`config.mk`:
```
export PLATFORM = sky130hd
export DESIGN_NAME = lp_down_timer
export DESIGN_NICKNAME = d
export VERILOG_FILES = /design/src/rtl/lpt_pkg.sv /design/src/rtl/lpt_edge_sync.sv /design/src/rtl/lpt_tick_sel.sv /design/src/rtl/lpt_counter.sv /design/src/rtl/lp_down_timer.sv
export SDC_FILE = /design/constraint.sdc
export NUM_CORES = 1
export LEC_CHECK = 0
export BUFFER_PORTS_ARGS = -buffer_cell sky130_fd_sc_hd__buf_4
export CORE_MARGIN = 4
export CORE_UTILIZATION = 50
export CTS_BUF_LIST = sky130_fd_sc_hd__clkbuf_4 sky130_fd_sc_hd__clkbuf_8
export DETAILED_ROUTE_END_ITERATION = 8
export PLACE_DENSITY = 0.77
export SLEW_MARGIN = 20
export SYNTH_ARGS = -nofsm -noshare
export SYNTH_HDL_FRONTEND = slang
export SYNTH_SLANG_ARGS = --single-unit
```
`constraint.sdc`:
```
create_clock -name clk -period 3.01 [get_ports clk]
set_input_delay 0.1505 -clock clk [delete_from_list [all_inputs] [get_ports clk]]
set_output_delay 0.1505 -clock clk [all_outputs]
set_load 0.005 [all_outputs]
```
`src/rtl/lpt_pkg.sv`:
```
package lpt_pkg;
  localparam int SLOT_W = 3;
  localparam logic [SLOT_W-1:0] SLOT_CNT   = 3'd0;
  localparam logic [SLOT_W-1:0] SLOT_CMPA  = 3'd1;
  localparam logic [SLOT_W-1:0] SLOT_CMPB  = 3'd2;
  localparam logic [SLOT_W-1:0] SLOT_CTRL  = 3'd3;
  localparam logic [SLOT_W-1:0] SLOT_MODE2 = 3'd4;

  localparam logic [2:0] OPM_TIMER = 3'b000;
  localparam logic [2:0] OPM_EVENT = 3'b010;

  localparam logic [2:0] SRC_PCLK   = 3'b000;
  localparam logic [2:0] SRC_PCLK8  = 3'b001;
  localparam logic [2:0] SRC_PCLK2  = 3'b011;
  localparam logic [2:0] SRC_LOWSPD = 3'b100;
  localparam logic [2:0] SRC_CHAIN  = 3'b101;
  localparam logic [2:0] SRC_SUB    = 3'b110;

  localparam int CKS_W = 3;

  typedef struct packed {
    logic [2:0] src;
    logic       pol;
    logic [2:0] opm;
  } mode1_t;

  typedef struct packed {
    logic             lpm;
    logic [CKS_W-1:0] cks;
  } mode2_t;

  // flag vector order: [0] edge, [1] underflow, [2] compare A, [3] compare B
  localparam int FLG_EDGE = 0;
  localparam int FLG_UNF  = 1;
  localparam int FLG_CMPA = 2;
  localparam int FLG_CMPB = 3;
endpackage

```
`src/rtl/lpt_edge_sync.sv`:
```
module lpt_edge_sync #(
  parameter int STAGES = 2
) (
  input  logic clk,
  input  logic rst,
  input  logic din,
  input  logic fall_sel,
  output logic edge_o
);
  logic [STAGES:0] sh_q;
  logic            cur;
  logic            prv;

  always_ff @(posedge clk) begin
    if (rst) sh_q <= '0;
    else     sh_q <= {sh_q[STAGES-1:0], din};
  end

  assign cur    = sh_q[STAGES-1];
  assign prv    = sh_q[STAGES];
  assign edge_o = fall_sel ? (~cur & prv) : (cur & ~prv);
endmodule

```
`src/rtl/lpt_tick_sel.sv`:
```
module lpt_tick_sel
  import lpt_pkg::*;
#(
  parameter int PDIV_W = 3,
  parameter int PSC_W  = (1 << CKS_W) - 1
) (
  input  logic             clk,
  input  logic             rst,
  input  logic [2:0]       src,
  input  logic [CKS_W-1:0] cks,
  input  logic             lsclk_stb,
  input  logic             subclk_stb,
  input  logic             chain_unf,
  output logic             tick
);
  localparam int NSLOW = 2;

  logic [PDIV_W-1:0] pdiv_q;
  logic [NSLOW-1:0]  slow_stb;
  logic [NSLOW-1:0]  slow_tick;

  always_ff @(posedge clk) begin
    if (rst) pdiv_q <= '0;
    else     pdiv_q <= pdiv_q + 1'b1;
  end

  assign slow_stb = {subclk_stb, lsclk_stb};

  for (genvar g = 0; g < NSLOW; g++) begin : g_psc
    logic [PSC_W-1:0] psc_q;
    logic [PSC_W-1:0] mask;
    assign mask = ~({PSC_W{1'b1}} << cks);
    always_ff @(posedge clk) begin
      if (rst)              psc_q <= '0;
      else if (slow_stb[g]) psc_q <= psc_q + 1'b1;
    end
    assign slow_tick[g] = slow_stb[g] && ((psc_q & mask) == mask);
  end

  always_comb begin
    case (src)
      SRC_PCLK:   tick = 1'b1;
      SRC_PCLK8:  tick = &pdiv_q;
      SRC_PCLK2:  tick = pdiv_q[0];
      SRC_LOWSPD: tick = slow_tick[0];
      SRC_CHAIN:  tick = chain_unf;
      SRC_SUB:    tick = slow_tick[1];
      default:    tick = 1'b0;
    endcase
  end
endmodule

```
`src/rtl/lpt_counter.sv`:
```
module lpt_counter #(
  parameter int W = 16
) (
  input  logic           clk,
  input  logic           rst,
  input  logic           ld_en,
  input  logic [W/8-1:0] ld_be,
  input  logic [W-1:0]   ld_data,
  input  logic           reload_now,
  input  logic           run,
  input  logic           tick,
  input  logic [W-1:0]   cmp_a,
  input  logic [W-1:0]   cmp_b,
  output logic [W-1:0]   cnt_q,
  output logic [W-1:0]   reload_q,
  output logic           unf_q,
  output logic           hit_a_q,
  output logic           hit_b_q
);
  localparam int NB = W / 8;

  logic [W-1:0] merged;

  always_comb begin
    merged = reload_q;
    for (int b = 0; b < NB; b++) begin
      if (ld_be[b]) merged[b*8 +: 8] = ld_data[b*8 +: 8];
    end
  end

  always_ff @(posedge clk) begin
    if (rst) begin
      cnt_q    <= '0;
      reload_q <= '0;
      unf_q    <= 1'b0;
      hit_a_q  <= 1'b0;
      hit_b_q  <= 1'b0;
    end else begin
      unf_q   <= 1'b0;
      hit_a_q <= 1'b0;
      hit_b_q <= 1'b0;
      if (ld_en) reload_q <= merged;
      if (reload_now) begin
        cnt_q <= reload_q;
      end else if (ld_en) begin
        cnt_q <= merged;
      end else if (run && tick) begin
        hit_a_q <= (cnt_q == cmp_a);
        hit_b_q <= (cnt_q == cmp_b);
        if (cnt_q == '0) begin
          cnt_q <= reload_q;
          unf_q <= 1'b1;
        end else begin
          cnt_q <= cnt_q - 1'b1;
        end
      end
    end
  end
endmodule

```
`src/rtl/lp_down_timer.sv`:
```
module lp_down_timer
  import lpt_pkg::*;
#(
  parameter int CNT_W    = 16,
  parameter int SYNC_STG = 2
) (
  input  logic              clk,
  input  logic              rst,
  input  logic              bus_wr,
  input  logic              bus_rd,
  input  logic [SLOT_W-1:0] bus_sel,
  input  logic [CNT_W/8-1:0] bus_be,
  input  logic [CNT_W-1:0]  bus_wdata,
  output logic [CNT_W-1:0]  bus_rdata,
  input  logic              lsclk_stb,
  input  logic              subclk_stb,
  input  logic              chain_unf_in,
  input  logic              evt_in,
  output logic              irq_unf
);
  localparam int BE_W = CNT_W / 8;

  logic [CNT_W-1:0] cmpa_q, cmpb_q, cnt_q, reload_q;
  mode1_t           mode1_q;
  mode2_t           mode2_q;
  logic             start_q, run_q;
  logic [3:0]       flags_q;
  logic             cnt_wr, ctrl_wr, mode1_wr, mode2_wr, stop_wr;
  logic             src_tick, evt_edge, cnt_tick;
  logic             unf_p, hit_a, hit_b, edge_seen_q;
  logic [7:0]       ctrl_byte;
  logic [3:0]       flag_keep, flag_set;

  assign cnt_wr   = bus_wr && (bus_sel == SLOT_CNT);
  assign ctrl_wr  = bus_wr && (bus_sel == SLOT_CTRL) && bus_be[0];
  assign mode1_wr = bus_wr && (bus_sel == SLOT_CTRL) && bus_be[BE_W-1];
  assign mode2_wr = bus_wr && (bus_sel == SLOT_MODE2) && bus_be[0];
  assign stop_wr  = ctrl_wr && bus_wdata[2];

  // compare registers with byte lanes
  always_ff @(posedge clk) begin
    if (rst) begin
      cmpa_q <= '0;
      cmpb_q <= '0;
    end else if (bus_wr) begin
      for (int b = 0; b < BE_W; b++) begin
        if (bus_be[b] && bus_sel == SLOT_CMPA) cmpa_q[b*8 +: 8] <= bus_wdata[b*8 +: 8];
        if (bus_be[b] && bus_sel == SLOT_CMPB) cmpb_q[b*8 +: 8] <= bus_wdata[b*8 +: 8];
      end
    end
  end

  // mode registers
  always_ff @(posedge clk) begin
    if (rst) begin
      mode1_q <= '0;
      mode2_q <= '0;
    end else begin
      if (mode1_wr) mode1_q <= mode1_t'(bus_wdata[CNT_W-2 -: 7]);
      if (mode2_wr) mode2_q <= '{lpm: bus_wdata[7], cks: bus_wdata[CKS_W-1:0]};
    end
  end

  // start / status
  always_ff @(posedge clk) begin
    if (rst) begin
      start_q <= 1'b0;
      run_q   <= 1'b0;
    end else begin
      if (stop_wr)      start_q <= 1'b0;
      else if (ctrl_wr) start_q <= bus_wdata[0];
      run_q <= start_q && !stop_wr;
    end
  end

  lpt_tick_sel u_tick (
    .clk        (clk),
    .rst        (rst),
    .src        (mode1_q.src),
    .cks        (mode2_q.cks),
    .lsclk_stb  (lsclk_stb),
    .subclk_stb (subclk_stb),
    .chain_unf  (chain_unf_in),
    .tick       (src_tick)
  );

  lpt_edge_sync #(.STAGES(SYNC_STG)) u_sync (
    .clk      (clk),
    .rst      (rst),
    .din      (evt_in),
    .fall_sel (mode1_q.pol),
    .edge_o   (evt_edge)
  );

  always_comb begin
    case (mode1_q.opm)
      OPM_TIMER: cnt_tick = src_tick;
      OPM_EVENT: cnt_tick = evt_edge;
      default:   cnt_tick = 1'b0;
    endcase
  end

  lpt_counter #(.W(CNT_W)) u_cnt (
    .clk        (clk),
    .rst        (rst),
    .ld_en      (cnt_wr),
    .ld_be      (bus_be),
    .ld_data    (bus_wdata),
    .reload_now (stop_wr),
    .run        (run_q),
    .tick       (cnt_tick),
    .cmp_a      (cmpa_q),
    .cmp_b      (cmpb_q),
    .cnt_q      (cnt_q),
    .reload_q   (reload_q),
    .unf_q      (unf_p),
    .hit_a_q    (hit_a),
    .hit_b_q    (hit_b)
  );

  always_ff @(posedge clk) begin
    if (rst) edge_seen_q <= 1'b0;
    else     edge_seen_q <= run_q && (mode1_q.opm == OPM_EVENT) && evt_edge && !cnt_wr && !stop_wr;
  end

  // sticky flags: set events win over a clearing write
  assign flag_keep = ctrl_wr ? bus_wdata[7:4] : 4'hF;
  assign flag_set  = {hit_b, hit_a, unf_p, edge_seen_q};

  always_ff @(posedge clk) begin
    if (rst) flags_q <= '0;
    else     flags_q <= (flags_q & flag_keep) | flag_set;
  end

  assign irq_unf   = unf_p;
  assign ctrl_byte = {flags_q, 2'b00, run_q, start_q};

  always_ff @(posedge clk) begin
    if (rst) begin
      bus_rdata <= '0;
    end else if (bus_rd) begin
      case (bus_sel)
        SLOT_CNT:   bus_rdata <= cnt_q;
        SLOT_CMPA:  bus_rdata <= cmpa_q;
        SLOT_CMPB:  bus_rdata <= cmpb_q;
        SLOT_CTRL:  bus_rdata <= CNT_W'({1'b0, mode1_q, ctrl_byte});
        SLOT_MODE2: bus_rdata <= CNT_W'({mode2_q.lpm, 4'b0000, mode2_q.cks});
        default:    bus_rdata <= '0;
      endcase
    end
  end
endmodule

```
# == Yosys cells after proc, flatten, opt, wreduce, memory -nomap -nowiden ==
# Index checks and enable logic that the tools add are counted.
# totals
register_bits,121
input_bits,29
# classes
addsub,4
n_eq_ne,14
n_shift,1
n_mux,12
bitwise_logic,10
reduce_logical,33
# ops
cell,count
16-bit one-hot mux with 5 select lines,1
16-bit two-way mux,4
16-bit equality test,2
1-bit logical AND,19
16-bit logical NOT,1
8-bit two-way mux,2
16-bit by 1-bit subtractor with 16-bit output (second input constant),1
7-bit by 1-bit adder with 7-bit output (second input constant),2
7-bit bitwise AND,2
7-bit equality test,2
3-bit by 2-bit equality test with 1-bit output (second input constant),4
3-bit equality test (second input constant),4
3-bit logical NOT,3
2-bit AND reduction,4
7-bit NOT,1
7-bit by 3-bit << shifter with 7-bit output (first input constant),1
3-bit by 1-bit equality test with 1-bit output (second input constant),2
1-bit one-hot mux with 6 select lines,1
4-bit bitwise AND,1
4-bit two-way mux,1
4-bit OR,1
4-bit OR reduction,1
3-bit by 1-bit adder with 3-bit output (second input constant),1
1-bit NOT,3
other kinds (7),10

# == Logic depth before layout (Yosys ltp) ==
# Gate-level depths: netlist of the first run.
# depth
depth_word,11
ltp_mapped,10
ltp_nobuf,8

# == By module ==
# A second synthesis of the first run with hierarchy kept.
# hier_totals
cells_unflattened,793
area_unflattened_um2,6520.0
# by_module_without_submodules
mod,instances,cells_each,area_per_inst_um2
lp_down_timer,1,335,2966.6
lpt_counter,1,351,2603.7
lpt_tick_sel,1,98,848.3
lpt_edge_sync,1,9,101.3

# == Worst setup path after synthesis of the first run ==
# No wires, ideal clock.
# synth_timing
path_kind,reg-to-reg
startpoint,register u_tick.pdiv_q[0]
endpoint,register u_cnt.cnt_q[12]
setup_time_ns,0.117
arrival_time_ns,1.897
required_time_ns,2.893
setup_slack_ns,0.995
path_stages_with_launch,10
n_path_buf,1
synth_period_minus_slack_ns,2.015
cell_sequence,dfxtp_1 -> ha_1 -> ha_1 -> inv_1 -> a211oi_1 -> a211o_1 -> a22oi_2 -> nand3_2 -> buf_2 -> a32o_1
# synth_via
elab_chain_len,5
# synth_rtl
element,line_no,source
"start, declared",lpt_tick_sel.sv:18,logic [PDIV_W-1:0] pdiv_q;
"start signal, assigned",lpt_tick_sel.sv:24,else pdiv_q <= pdiv_q + 1'b1;
3-bit AND reduction,lpt_tick_sel.sv:43,SRC_PCLK8: tick = &pdiv_q;
1-bit one-hot mux with 6 select lines *,lpt_tick_sel.sv:41,case (src)
1-bit one-hot mux with 2 select lines *,lp_down_timer.sv:96,case (mode1_q.opm)
1-bit logical AND *,lpt_counter.sv:47,end else if (run && tick) begin
3-bit nonzero test (no line) *,-,
"end signal, assigned",lpt_counter.sv:46,cnt_q <= merged;
"end signal, assigned",lpt_counter.sv:51,cnt_q <= reload_q;
"end signal, assigned",lpt_counter.sv:54,cnt_q <= cnt_q - 1'b1;
"end, declared",lpt_counter.sv:14,"output logic [W-1:0] cnt_q,"
# Mark *: on every way between the ends. The rest lies on a longest branch, timed or not.
# A chain may end at the register's enable or synchronous reset.

# == Final worst setup path of the first run ==
# layout_timing
startpoint,register u_tick.pdiv_q[0]
endpoint,register u_cnt.cnt_q[10]
# Same word-level chain as after synthesis.

==> impl.org, run 1 <==
** Power
- Internal power comes to 2.87 mW.
- Switching power :: 1.09 mW
- Across the VDD grid, the largest voltage drop is 0.472 mV.
- Net switching is 27.5% of the power.
- Registers are responsible for 42.7% of the overall power.
- Total power divided by cell area :: 532 nW/µm²
- Combinational cells account for 15.4% of the total power.
- The clock network is responsible for 41.9% of the overall power.
- Summed over all cells, the static leakage comes to 2.87 nW.

** Flow run
- Max-capacitance violation count :: 0

** Outcome
- The run finished with clean final reports.

** Clocking
- TritonCTS created 17 clock buffers.
- Count of H-tree levels built during CTS :: 4
- TritonCTS built the clock tree.
- Buffer depth of the longest clock path :: 2
- Cells resized by post-CTS repair :: 0
- Post-CTS Setup Repair Bufs :: 0
- Clock tree synthesis found a total of 121 sinks.
- Clock latency on the worst-skew pair :: 0.46 ns
- The tree is rooted in a clkbuf_8.
- Clock Pin Slew Worst Setup and Hold Paths :: 0.07 ns

** Timing
- Final slew viol count :: 0
- In the finished design, the share of the clock period the worst path needs comes to 84.0%.
- Sum of negative setup slack :: 0 ns
- Setup repair after global routing left no endpoint under its margin.
- Worst-case headroom to the max-slew limit :: 40.3%
- Maximum operating frequency :: 396 MHz
- Setup violations remaining at the end of the flow were counted as 0.
- Counting I/O delays and the setup requirement, the final critical path takes 2.53 ns.
- Maximum clock skew at final layout :: 0.00999 ns
- Worst Tran Pin Value :: 0.893 ns
- Fin. Hold Viols :: 0

** Floorplanning
- The floorplan step defined a core boundary enclosing 12600 µm².
- For this configuration, the core starts out at a cell density of 51.1%.
- The die is 122 µm wide.
- Pin placement for this block handled 46 I/O pins.
- Overall die area :: 14800 µm²
- Measured along the y axis, the die boundary spans 122 µm.
- Number of placement rows :: 41

** Detailed routing
- After detailed routing, the number of remaining DRC violations is 0.
- Dividing the detail-routed via count by the number of cells gives 6.00.
- Violation count after the first detailed-route iteration :: 497
- The routed design has 19300 µm of wire.
- Via count :: 5733
- Average routed wire per standard cell :: 20.2 µm
- Detailed-routing iteration count for the pre-antenna-repair pass :: 5
- Once detail routing completed, the nets flagged for antenna violations numbered 0.

** Global routing
- Total overflow reported by the global router :: 0
- Wire length of the first global-routing pass :: 30800 µm
- Largest net degree at the start of global routing :: 48
- All-layer global routing usage :: 27.1%
- Number of global-route vias before repair :: 5599
- Initial antenna violation count :: 0

** Cells and area
- 0 antenna diodes ended up in the layout.
- In the final design database the tool counted 807 nets.
- Layout cell share with drive strength beyond 1 :: 16.2%
- Counting the fill cells in the layout gives 1139.
- Area growth from synthesis to layout :: 15.4%
- Final design utilization :: 59.0%

** Synthesis
- Largest area contributor in the netlist :: dfxtp_1
- Summing the areas of all compound-gate instances in the mapped netlist gives 17.8% of the synthesized area.
- In this run the cell area of the synthesized design comes to 6450 µm².
- Of the total synthesized cell area, the portion taken by XOR and XNOR cells is 6.38%.
- After synthesis, the largest family of logic cells by area is simple AND/OR/NAND/NOR gates.
- Synthesis instantiated 70 different standard cells from the library.
- Share of flip-flops with an asynchronous set or reset after synthesis :: 0%
- Number of register bits inferred by synthesis :: 121
- Post-synthesis sequential area ratio :: 37.5%
- Warnings from Yosys :: 0
- Cells after Synth :: 733
- Adder-cell area share of the yosys netlist :: 1.16%
- Among all flip-flop cells after synthesis, the most frequent one is dfxtp_1.
- Summing the areas of all and, or, nand and nor instances in the mapped netlist gives 21.3% of the synthesized area.
- Number of enable flip-flop cells after synthesis :: 0
- Synthesized net count :: 768
- Mux cell area share after synthesis :: 10.4%
- Sorting the synthesized cells by area gives the leading types as dfxtp_1 38%, mux2i_1 6.4%, xor2_1 5.3%.
- Syn Area/Cell :: 8.80 µm²
- Yosys top cell area share :: 37.5%

** Worst setup path
- Critical path data arrival time :: 2.88 ns
- STA classifies the critical path startpoint as a register.
- The critical path is of the reg -> reg type.
- Along the worst path, the maximum fanout reaches 13.
- The worst setup path is captured at a register.
- Data on the critical path is required at its endpoint by 3.36 ns.

** Placement
- I/O Buffers :: 45
- Placer's final routability congestion estimate :: 0.971
- HPWL reported at the end of detailed placement :: 13900 µm

** Worst hold path
- In this run the worst hold path is classified as in -> reg.
cell usage after synthesis (8+ instances only):
| library cell | n |
|---|---|
| buf_2 | 17 |
| nand4_1 | 12 |
| a22oi_1 | 9 |
| xor2_1 | 39 |
| inv_1 | 18 |
| mux4_2 | 10 |
| nand2_1 | 63 |
| nand2b_1 | 9 |
| mux2i_1 | 41 |
| dfxtp_1 | 121 |
| nor2b_1 | 25 |
| o21ai_0 | 32 |
| nor3_1 | 10 |
| xnor2_1 | 8 |
| clkbuf_1 | 28 |
| nor4_1 | 19 |
| a21oi_1 | 59 |
| nor2_1 | 83 |
critical path, cell delays in order, from the launching register on:
cell	delay (ns)
dfxtp_1	0.33
ha_1	0.20
ha_1	0.18
inv_1	0.05
a211oi_1	0.06
a211o_1	0.32
a22oi_2	0.43
nand3_2	0.42
a221oi_1	0.42
power by group through the flow:
| stage | clock [mW] | sequential, mW | combinational (mW) |
|---|---|---|---|
| 3_5_place_dp | 0 | 1.73 | 0.581 |
| 5_1_grt | 1.76 | 1.69 | 0.664 |
| 6_report | 1.66 | 1.69 | 0.611 |
| 3_3_place_gp | 0 | 1.72 | 0.574 |
| 2_1_floorplan | 0 | 1.69 | 0.452 |
| 4_1_cts | 1.69 | 1.69 | 0.605 |
metal layers:
layer	vias to the layer above	GRT usage [%]	part of all wire [%]	wire, µm
met2	225	44.0	48	9210
met4	0	10.0	2.6	492
met3	34	4.97	6.8	1300
met5	-	0	0	0
li1	2702	-	-	-
met1	2772	36.2	43	8260
state kept, by name, summed over array words and instances (netlist names), 3 cells and up:
name and flops:
u_sync.sh_q 3, u_cnt.cnt_q 16, bus_rdata 16, mode2_q 4
cmpb_q 16, cmpa_q 16, u_cnt.reload_q 16, u_tick.pdiv_q 3
flags_q 4, u_tick.g_psc.psc_q 14, mode1_q 7
layout by cell type, fill, tap and decap left out, types with 7 or more instances in the layout:
cell,netlist,routed
a211oi_1,7,7
a21oi_1,59,59
a22oi_1,9,9
buf_4,1,56
clkbuf_8,0,20
dfxtp_1,121,121
dlygate4sd3_1,0,19
inv_1,18,18
mux2i_1,41,41
mux4_2,10,10
nand2_1,63,63
nand2b_1,9,9
nand4_1,12,12
nor2_1,83,83
nor2b_1,25,25
nor3_1,10,10
nor4_1,19,19
o21ai_0,32,32
xnor2_1,8,8
xor2_1,39,39
final timing paths:
check                         from               to  slack [ns]  depth (start not counted)
setup reg to reg  u_tick.pdiv_q[0]  u_cnt.cnt_q[10]        0.48                          8
setup / recovery  u_tick.pdiv_q[0]  u_cnt.cnt_q[10]        0.48                          8
hold / removal          bus_sel[2]     bus_rdata[1]        0.15                          4
hold reg to reg      u_cnt.hit_a_q       flags_q[2]        0.44                          2
cells by family after synthesis:
kind of cell	Yosys count
simple gates	263
flops	121
compound gates	169
mux	54
xor+xnor	47
fa+ha+maj	6
buf+inv	73
per-stage QoR:
stage	setup slack, ns	hold WS [ns]	power [mW]	instance area, µm²	cells
final	0.483	0.151	3.96	7440	956
after global placement	0.639	0.367	2.30	6810	906
after CTS	0.489	0.119	3.98	7440	956
after floorplan	0.995	0.279	2.14	6450	733
after global routing	0.382	0.161	4.11	7440	956
after detailed placement	0.503	0.390	2.31	6810	906
what timing repair did:
item / in CTS / in global routing
endpoints found under the setup margin: 0 / 0
endpoints found under the hold margin: 60 / 0
hold buffers: 19 / 0
area by class of cell:
type                            count  area (µm²)  share of cell area, %
Clock inverter                     10         166                   2.24
Sequential cell                   121        2420                   32.5
Clock buffer                       21         283                   3.80
Tap cell                          172         215                   2.89
Timing Repair Buffer               75         611                   8.20
Inverter                           18        67.6                  0.908
Multi-Input combinational cell    539        3680                   49.4
Power figures use the tool's default switching activity.
==> run 2: changes to the inputs <==
- clock period: 3.01 -> 2.37 ns (I/O delays scaled with it)
==> run 2 against run 1 <==
  * Fmax up 12%
  * Sequential power up 25%
  * Final area up 3.2%
  * Core utilization up 1.9 points
  * Wire length up 1.0%
  * Clock power up 33%
  * Total power up 31%
  * Cell count up 3.1%
  * Worst setup slack worse by 0.37 ns
  * Critical endpoint is now u_cnt.cnt_q[13]
  * Largest cell class unchanged
==> impl.org, run 2 (synthesized netlist as in run 1, its figures left out) <==
** Placement
- HPWL reported at the end of detailed placement :: 14500 µm
- I/O Buffers :: 45
- Once placement finished, the instance area stood at 7020 µm².
- Routability-driven placement finished with a final weighted congestion of 1.02.
- Placed Instances :: 935
- Post-place setup slack :: 0.132 ns

** Floorplanning
- The floorplan step defined a die boundary enclosing 14800 µm².
- The floorplan step set the die height to 122 µm.
- I/O pin total :: 46
- After floorplanning, the core was divided into 41 placement rows.
- Measured along the x axis, the die boundary spans 122 µm.
- After floorplanning, the core was sized to cover 12600 µm².
- For this configuration, the core starts out at a cell density of 51.1%.

** Cells and area
- Design Area, Final :: 7690 µm²
- Final cell count without fillers :: 986
- Most common cell after layout, fill and taps aside :: dfxtp_1
- In the final design database the tool counted 836 nets.
- The library cells used most frequently in the layout, excluding fill and tap cells, are 121 x dfxtp_1, 85 x buf_4, 82 x nor2_1.
- Antenna Diode Count :: 0
- Area growth from synthesis to layout :: 19.1%
- Final design utilization :: 60.9%
- Layout cell share with drive strength beyond 1 :: 19.4%

** Timing
- Sum of negative setup slack :: 0 ns
- The hold violation total from the final report came to 0.
- Part of the cycle the worst path needs :: 95.4%
- Final number of setup-violating endpoints :: 0
- Maximum clock skew at final layout :: 0.00927 ns
- Minimum hold slack :: 0.0518 ns
- At the pin with the least slew margin, the transition time is 0.782 ns.
- Final critical path time including I/O delays and setup :: 2.26 ns
- Headroom to the max-slew limit came out at 47.8%.
- Final slew viol count :: 0
- The worst path meets setup with 0.110 ns of slack.
- Setup repair after global routing missed its margin :: no
- Based on the critical path, the design can be clocked at up to 442 MHz.

** Clocking
- Post-CTS Setup Repair Bufs :: 0
- Count of H-tree levels built during CTS :: 4
- Clock tree synthesis inserted a total of 17 buffers.
- Library cell used as clock root buffer :: clkbuf_8
- Clock latency on the worst-skew pair :: 0.46 ns
- For this design, the sink count on the clock tree is 121.
- Counting along the longest clock path gives a buffer depth of 2.
- TritonCTS built the clock tree.
- After clock tree synthesis, the clock-pin slew on the worst setup and hold paths is 0.07 ns.

** Worst setup path
- Together, buffers and inverters on the worst path number 0.
- The signal on the critical path passes through nor2_1, o21ai_0, a21oi_1, nand3_1, a32o_1, a221oi_2.
- Required time at the endpoint of the critical path :: 2.73 ns
- Critical path data arrival time :: 2.62 ns
- STA classifies the critical path startpoint as a register.
- STA classifies the critical path endpoint as a register.
- Largest fanout on the critical path :: 9
- The worst setup path is of the reg -> reg kind.
- Worst path max stage delay :: 0.39 ns
- Slowest-stage cell, CP :: dfxtp_1
- Cell family contributing the most delay on the critical path :: compound AO/OA/AOI/OAI gates

** Global routing
- The number of global-route vias before repair came to 5920.
- All-layer global routing usage :: 27.4%
- After global routing the overflow that remains totals 0.
- Largest net degree at the start of global routing :: 51
- The first global-routing pass estimated 31400 µm of wire.
- The initial antenna violation count was 0.

** Detailed routing
- Count of antenna-violating nets left after detailed routing :: 0
- Dividing the detail-routed wire length by the instance count gives 19.7 µm.
- Via count :: 5978
- Dividing the detail-routed via count by the number of cells gives 6.06.
- The routed design has 19500 µm of wire.
- For this run, design rule violations remaining after detail routing come to 0.
- Violation count after the first detailed-route iteration :: 712
- Before antenna repair, the detailed router went through 5 iterations.

** Worst hold path
- The tightest min-delay check is of the in -> reg type.

** Power
- In this run, the combinational gates consume 16.4% of the power.
- The analysis attributes to net switching a power of 1.43 mW.
- The analysis attributes to cell leakage a power of 3.03 nW.
- Per report_power, the sequential group accounts for 41.0% of the total.
- Clock network fraction of design power :: 42.6%
- Worst-case vdd ir drop :: 0.524 mV
- In this run the power density over the cells is 673 nW/µm².
- Net switching share of the total power :: 27.7%
- Internal Pwr Total :: 3.74 mW
- Power comes to 5.17 mW.

** Outcome
- Outcome :: finished, final reports clean

** Flow run
- The tool flagged a number of max-cap violations equal to 0.
run 2: metal layers:
layer	global-route usage, %	up-vias	wire length (µm)	part of all wire [%]
met4	12.6	0	656	3.4
met5	0	-	0	0
met2	42.9	285	9060	47
li1	-	2762	-	-
met3	6.41	48	1460	7.5
met1	36.0	2883	8290	43
run 2: cell type report:
type / count / area [µm²]
clock buffers: 19 / 255
clock inverters: 13 / 215
fillers: 1090 / 4930
inverters: 18 / 67.6
multi-input cells: 539 / 3680
flip-flops and latches: 121 / 2420
well taps: 172 / 215
repair buffers: 104 / 828
run 2: final timing paths:
| path | start | to | slack [ns] | cells past startpoint |
|---|---|---|---|---|
| hold reg to reg | u_cnt.reload_q[0] | u_cnt.reload_q[0] | 0.46 | 2 |
| setup reg to reg | mode2_q[1] | u_cnt.cnt_q[13] | 0.11 | 6 |
| setup / recovery | mode2_q[1] | u_cnt.cnt_q[13] | 0.11 | 6 |
| hold / removal | rst | cmpa_q[10] | 0.05 | 2 |
run 2: repair_timing:
| action | 4_1_cts | 5_1_grt |
|---|---|---|
| gates resized for setup | 0 | 1 |
| hold buffers | 19 | 0 |
| setup endpoints to repair | 0 | 1 |
| hold endpoints to repair | 63 | 0 |
run 2: worst reg2reg max path: cells and delay by family, from the launching register on:
| family | cells | cell delay (ns) |
|---|---|---|
| AND/OR/NAND/NOR | 2 | 0.59 |
| flip-flops | 1 | 0.39 |
| AO/OA/AOI/OAI | 4 | 1.19 |
run 2: power by group through the flow:
stage	clock network, mW	registers [mW]	logic [mW]
2_1_floorplan	0	2.15	0.575
3_3_place_gp	0	2.16	0.786
3_5_place_dp	0	2.17	0.799
4_1_cts	2.23	2.12	0.829
5_1_grt	2.32	2.13	0.911
6_report	2.20	2.12	0.846
